$ cat src/rtl/frac_div_calc.sv
module frac_div_calc #(
  parameter int MW    = 9,
  parameter int NW    = 12,
  parameter int FW    = 8,
  parameter int QW    = 6,
  parameter int PBASE = 4,
  parameter int B1    = 125,
  parameter int B2    = 150,
  parameter int B3    = 175
) (
  input  logic                  clk,
  input  logic                  rst_n,
  input  logic                  start,
  input  logic [MW-1:0]         m_val,
  input  logic [NW-1:0]         n_val,
  input  logic [FW-1:0]         vco_mhz,
  output logic                  busy,
  output logic                  done,
  output logic                  err,
  output logic [$clog2(PBASE+1)-1:0] p_out,
  output logic [NW+PBASE-1:0]   nscaled,
  output logic [QW-1:0]         q_out,
  output logic [MW-1:0]         r_out,
  output logic [1:0]            vco_band
);
  localparam int PW   = $clog2(PBASE+1);
  localparam int NPW  = NW + PBASE;
  localparam int KW   = $clog2(NW+1);
  localparam int CW   = $clog2(NPW);
  localparam int XW   = NW + MW + 1;
  localparam int QMAX = (1 << QW) - 1;

  typedef enum logic [1:0] {S_IDLE, S_LOG, S_DIV} state_t;
  state_t state;

  logic [MW-1:0]  m_q, rem_q;
  logic [NW-1:0]  n_q;
  logic [FW-1:0]  f_q;
  logic [KW-1:0]  k_q;
  logic [CW-1:0]  cnt;
  logic [NPW-1:0] quo_q, np_q;

  logic [XW-1:0]  probe;
  logic           bad, fits, ge;
  logic [PW-1:0]  p_calc;
  logic [MW:0]    sh, rem_n;
  logic [NPW-1:0] quo_n;
  logic [1:0]     band_calc;

  assign probe  = {{(NW+1){1'b0}}, m_q} << (k_q + 1'b1);
  assign fits   = probe <= {{(MW+1){1'b0}}, n_q};
  assign bad    = (m_q == '0) || (n_q < {{(NW-MW){1'b0}}, m_q});
  assign p_calc = (k_q > KW'(PBASE)) ? '0 : PW'(KW'(PBASE) - k_q);
  assign sh     = {rem_q, quo_q[NPW-1]};
  assign ge     = sh >= {1'b0, m_q};
  assign rem_n  = ge ? sh - {1'b0, m_q} : sh;
  assign quo_n  = {quo_q[NPW-2:0], ge};
  assign band_calc = (f_q < FW'(B1)) ? 2'd0 :
                     (f_q < FW'(B2)) ? 2'd1 :
                     (f_q < FW'(B3)) ? 2'd2 : 2'd3;
  assign busy   = state != S_IDLE;

  always_ff @(posedge clk or negedge rst_n) begin
    if (!rst_n) begin
      state <= S_IDLE;
      m_q <= '0; n_q <= '0; f_q <= '0; k_q <= '0; cnt <= '0;
      rem_q <= '0; quo_q <= '0; np_q <= '0;
      done <= 1'b0; err <= 1'b0;
      p_out <= '0; nscaled <= '0; q_out <= '0; r_out <= '0; vco_band <= '0;
    end else begin
      done <= 1'b0;
      err  <= 1'b0;
      case (state)
        S_IDLE: if (start) begin
          m_q <= m_val; n_q <= n_val; f_q <= vco_mhz; k_q <= '0;
          state <= S_LOG;
        end
        S_LOG: begin
          if (bad) begin
            done <= 1'b1; err <= 1'b1;
            p_out <= '0; nscaled <= '0; q_out <= '0; r_out <= '0; vco_band <= '0;
            state <= S_IDLE;
          end else if (fits) begin
            k_q <= k_q + 1'b1;
          end else begin
            np_q  <= NPW'(n_q) << p_calc;
            quo_q <= NPW'(n_q) << p_calc;
            rem_q <= '0;
            cnt   <= '0;
            state <= S_DIV;
          end
        end
        S_DIV: begin
          rem_q <= rem_n[MW-1:0];
          quo_q <= quo_n;
          cnt   <= cnt + 1'b1;
          if (cnt == CW'(NPW-1)) begin
            done     <= 1'b1;
            p_out    <= p_calc;
            nscaled  <= np_q;
            q_out    <= (quo_n > NPW'(QMAX)) ? QW'(QMAX) : quo_n[QW-1:0];
            r_out    <= rem_n[MW-1:0];
            vco_band <= band_calc;
            state    <= S_IDLE;
          end
        end
        default: state <= S_IDLE;
      endcase
    end
  end
endmodule

$ cat config.mk
export PLATFORM = sky130hd
export DESIGN_NAME = frac_div_calc
export DESIGN_NICKNAME = d
export VERILOG_FILES = /design/src/rtl/frac_div_calc.sv
export SDC_FILE = /design/constraint.sdc
export NUM_CORES = 1
export LEC_CHECK = 0
export ABC_AREA = 1
export BUFFER_PORTS_ARGS = -buffer_cell sky130_fd_sc_hd__buf_2
export CAP_MARGIN = 5
export CORE_UTILIZATION = 39
export CTS_CLUSTER_DIAMETER = 60
export CTS_CLUSTER_SIZE = 12
export DETAILED_ROUTE_END_ITERATION = 16
export PLACE_DENSITY_LB_ADDON = 0.08
export SLEW_MARGIN = 30
export SYNTH_ARGS = -nofsm -noshare
export SYNTH_HDL_FRONTEND = slang
export SYNTH_SLANG_ARGS = --single-unit
$ cat constraint.sdc
create_clock -name clk -period 5.4 [get_ports clk]
set_input_delay 0.54 -clock clk [delete_from_list [all_inputs] [get_ports clk]]
set_output_delay 0.54 -clock clk [all_outputs]
set_load 0.01 [all_outputs]
== Yosys cells after proc, flatten, opt, wreduce, memory -nomap -nowiden ==
Index checks and enable logic that the tools add are counted.
Word-level totals
  input port bits: 32
  flip-flop bits (word level): 118
Cells by class
  reduce and logical (&&, ||, !) cells: 12
  $lt $le $gt $ge: 8
  bitwise operators: 2
  muxes and demuxes: 43
  add/subtract/negate cells: 4
  equality and inequality tests: 10
  shifts and indexed selects: 2
Operators with widths (number)
  $mux W16: 4
  $pmux W16 S2: 2
  $mux W9: 5
  $pmux W9 S2: 2
  $le A22 B12 Y1: 1
  $shl A9 B4 Y22: 1
  $mux W4: 5
  $mux W6: 3
  $gt A16 B6 Y1 const B: 1
  $lt A8 B8 Y1 const B: 2
  $mux W2: 8
  $pmux W4 S2: 2
  $shl A12 B3 Y16: 1
  $lt A12 B9 Y1: 1
  $ne A2 B2 Y1 const B: 6
  $pmux W6 S2: 1
  $reduce_and A3 Y1: 4
  $ge A10 B9 Y1: 1
  $logic_not A9 Y1: 1
  $mux W3: 3
  $sub A9 B9 Y9: 1
  $add A4 B1 Y4 const B: 2
  $lt A8 B7 Y1 const B: 1
  $pmux W2 S3: 1
  other kinds (16): 22

== Logic depth before layout (Yosys ltp) ==
  depth after elaboration: 6
  mapped depth: 27

== Worst setup path after synthesis ==
OpenSTA, ideal clock, no wires.
  path kind: register to register
  from: reg k_q[0]
  to: reg cnt[0]
  path buffers: 6
  arrival: 3.069 ns
  slack: 2.214 ns
  stages on the path, launching flop included: 28
  required time: 5.283 ns
  cell sequence: dfrtp_1 > buf_2 > inv_1 > buf_2 > ha_1 > clkbuf_1 > buf_2 > nand3_1 > nand2_1 > o21ai_0 > inv_1 > nor2_1 > ha_1 > nand2_1 > nor2_1 > o21ai_0 > nand3b_1 > nand2_1 > nand2_1 > nand2_1 > nand2_1 > nand2_1 > nand3_2 > nand3_2 > buf_6 > buf_6 > nand2_1 > nand2_1
Between the ends
  word-level cells in the longest chain between the ends: 5
Ends and longest elaborated chain
  start, declared: line 39  | logic [KW-1:0] k_q;
  start signal, assigned: line 84  | k_q <= k_q + 1'b1;
  $add A4 B1 Y4: line 50  | assign probe = {{(NW+1){1'b0}}, m_q} << (k_q + 1'b1);
  $shl A9 B4 Y22: line 50
  $le A22 B12 Y1: line 51  | assign fits = probe <= {{(MW+1){1'b0}}, n_q};
  $ne A2 B2 Y1 (no line)
  $reduce_and A3 Y1 (no line)
  end signal, assigned: line 96  | cnt <= cnt + 1'b1;
  end, declared: line 40  | logic [CW-1:0] cnt;
No other way between the ends.
A chain may end at the register's enable or synchronous reset.

== Worst setup path in the final report ==
  from: reg k_q[0]
  to: reg quo_q[7]
Between the ends
  word-level cells in the longest chain between the ends: 6
Ends and longest elaborated chain
  branches (longest 6 deep; another with $le A22 B12 Y1)
  end signal, assigned: line 87  | quo_q <= NPW'(n_q) << p_calc;
  end signal, assigned: line 95  | quo_q <= quo_n;
  end, declared: line 41  | logic [NPW-1:0] quo_q, np_q;
Parallel ways; which one is timed is not known. The select of a mux whose other input is x is not followed.

==> results.ini <==
[status]
run_status=completed

[detailed_routing]
firstDrtPassIters=4
via_per_inst=5.08
drt_wl_total_mm=19.8
ant_nets=0
avgRoutedWirePerCell_um=15.5
drc_errors=0
via_count=6459
drt_iter0_drc=454

[synthesis]
synth_top_area_share_pct=41.9
synth_area_per_cell_sq_um=7.18
synthSimpleGateAreaFrac_pct=31.5
yosys_warnings=0
mappedNetlistArea_sq_um=7040
ys_seq_elements=118
synth_top_family_by_area=simple AND/OR/NAND/NOR gates
synth_mux_area_share_pct=0.480
syn_inst=981
synth_xor_xnor_area_share_pct=1.10
synth_seq_area_share_pct=41.9
synthTopCellsByArea=dfrtp_1, nand2_1, o21ai_0, ha_1, nor2_1
synth_compound_area_share_pct=11.1
yosysTopAreaCell=dfrtp_1
synth_nets=1049
ys_types=33
synthAdderAreaFrac_pct=6.50

[worst_hold_path]
hp-class=in2async

[pwr]
p_leak_nw=4.36
power_density_nw_per_um2=660
vdd_ir_drop_max_mv=0.289
p_total_mw=5.39

[timing]
fin_ws_ns=1.09
worstMarginPinSlew_ns=0.827
fmax_ghz=0.232
fin_crit_sh_pct=79.8
slew_viol_final=0
finalHoldViolCount=0
maxSlewHeadroom_pct=44.9
finalSetupTns_ns=0
rsz0062_at_grt=false
setup_viol=0
fin_skew_ns=0.0121
period_minus_slack_ns=4.31

[final_layout]
fillers=1789
final_layout_size_suffix_gt1_share_pct=11.9
syn_to_final_growth_pct=16.1
final_util_pct=46.8
antenna-diode-count=0
final_common_cell=nand2_1
nets=1101
mostFrequentLayoutCells=nand2_1, dfrtp_1, o21ai_0

[cts]
post_cts_buffers=0
cts_tree=built
cts_buffers=17
clkTransAtPathRegs_ns=0.06
ctsHoldBuffers=0
cts_sinks=118
post_cts_resized=0
htree_levels=4
clock_latency_ns=0.42
cts_root_buffer=clkbuf_16
clock_path_buffers=2

[global_routing]
first_global_vias=6247
antenna_found_initial=0
grt.total_usage_pct=22.9
grt_pass1_wl_mm=32.3
grt_overflow_total=0
grt_max_degree=62

[floorplan]
core_sq_um=17500
rows=48
start_util_pct=40.3
pin_count=71
die_height_um=136
die_w_um=136
dieArea_sq_um=18600

[critical_path]
reg2reg_slack_ns=1.09
required_ns=5.70
reg2reg_to=quo_q[7]
path_class=reg2reg
endpoint_kind=flip-flop
r2r_cells=22
r2r-start=k_q[0]
arrival_ns=4.61
crit_fanout=29
crit_path_start_kind=flip-flop

[placement]
detailedPlace.worstSlack_ns=1.10
place_hpwl_mm=14.1
place_congestion=0.897
io_buffers=70

[run]
maxCapViolCount=0

## power breakdown
part | internal (mW) | total (mW) | switching [mW]
registers | 1.19 | 1.46 | 0.266
clock network | 0.774 | 1.19 | 0.417
logic | 0.860 | 2.74 | 1.88
total | 2.83 | 5.39 | 2.57
## synthesized netlist by cell type (all sizes together)
master / count
buf: 13
nor2: 81
a41oi: 2
a22oi: 1
mux2: 3
o211ai: 2
nand4: 32
o21ai: 99
nand3b: 4
clkbuf: 34
a21oi: 44
nor3b: 1
fa: 1
clkinv: 1
o21a: 1
xor2: 7
nand2: 350
dfrtp: 118
ha: 35
xnor2: 1
o21bai: 1
inv: 79
nor4: 4
a21o: 1
nand3: 55
nor3: 10
a31oi: 1
## registers in the layout, indices dropped and copies added, names as in the netlist
name      flops
vco_band      2
nscaled      16
r_out         9
cnt           4
n_q          12
f_q           8
state         2
rem_q         9
np_q         16
m_q           9
done          1
err           1
p_out         3
q_out         6
quo_q        16
k_q           4
## critical path, stage by stage, from the launching register on
cell      delay (ns)
dfrtp_1         0.68
inv_1           0.30
ha_1            0.67
inv_2           0.18
nand3_1         0.12
nand2_1         0.06
o21ai_0         0.28
inv_1           0.07
nor2_1          0.09
ha_1            0.12
nand2_1         0.06
nor2_1          0.13
o21ai_0         0.10
nand3b_1        0.09
nand2_1         0.05
nand2_1         0.06
nand2_1         0.05
nand2_1         0.05
nand2_1         0.08
nand3_2         0.10
nand3_2         0.52
nand2_1         0.23
nand2_1         0.07
## layout make-up
type                            instances  area, sq um  share of cell area (%)
Multi-Input combinational cell        736         3580                    43.8
Sequential cell                       118         2950                    36.1
Clock buffer                           21          480                    5.88
Timing Repair Buffer                   80          428                    5.24
Inverter                               80          300                    3.67
Tap cell                              225          282                    3.44
Clock inverter                         11          148                    1.81
## layer usage
metal | wire [um] | share of wire [%] | GRT usage [%] | vias to the layer above
li1 | - | - | - | 3300
met1 | 9890 | 50 | 32.1 | 2981
met2 | 8580 | 43 | 34.8 | 142
met3 | 773 | 3.9 | 4.18 | 36
met4 | 529 | 2.7 | 9.07 | 0
met5 | 0 | 0 | 0 | -
## worst max-delay path by stage
stage	start	to	depth (start not counted)
floorplan	k_q[0]	cnt[0]	27
global placement	k_q[0]	quo_q[2]	22
detailed placement	k_q[0]	quo_q[5]	22
CTS	k_q[0]	quo_q[7]	22
global route	k_q[0]	np_q[7]	21
finish	k_q[0]	quo_q[7]	22
## logic make-up (layout without fill, tap and decap cells)
logic type | after synthesis | after routing
compound gates | 152 | 152
xor+xnor | 8 | 8
fa+ha+maj | 36 | 36
buf+inv | 127 | 192
flops | 118 | 118
mux | 3 | 3
simple gates | 537 | 537
## through the flow
stage          cells  hold WS, ns  instance area (sq um)
6_report        1271        0.199                   8170
4_1_cts         1271        0.220                   8170
2_1_floorplan    981        0.244                   7040
3_5_place_dp    1239        0.466                   7540
3_3_place_gp    1239        0.464                   7540
5_1_grt         1271        0.262                   8170
(Power assumes the default switching activity.)
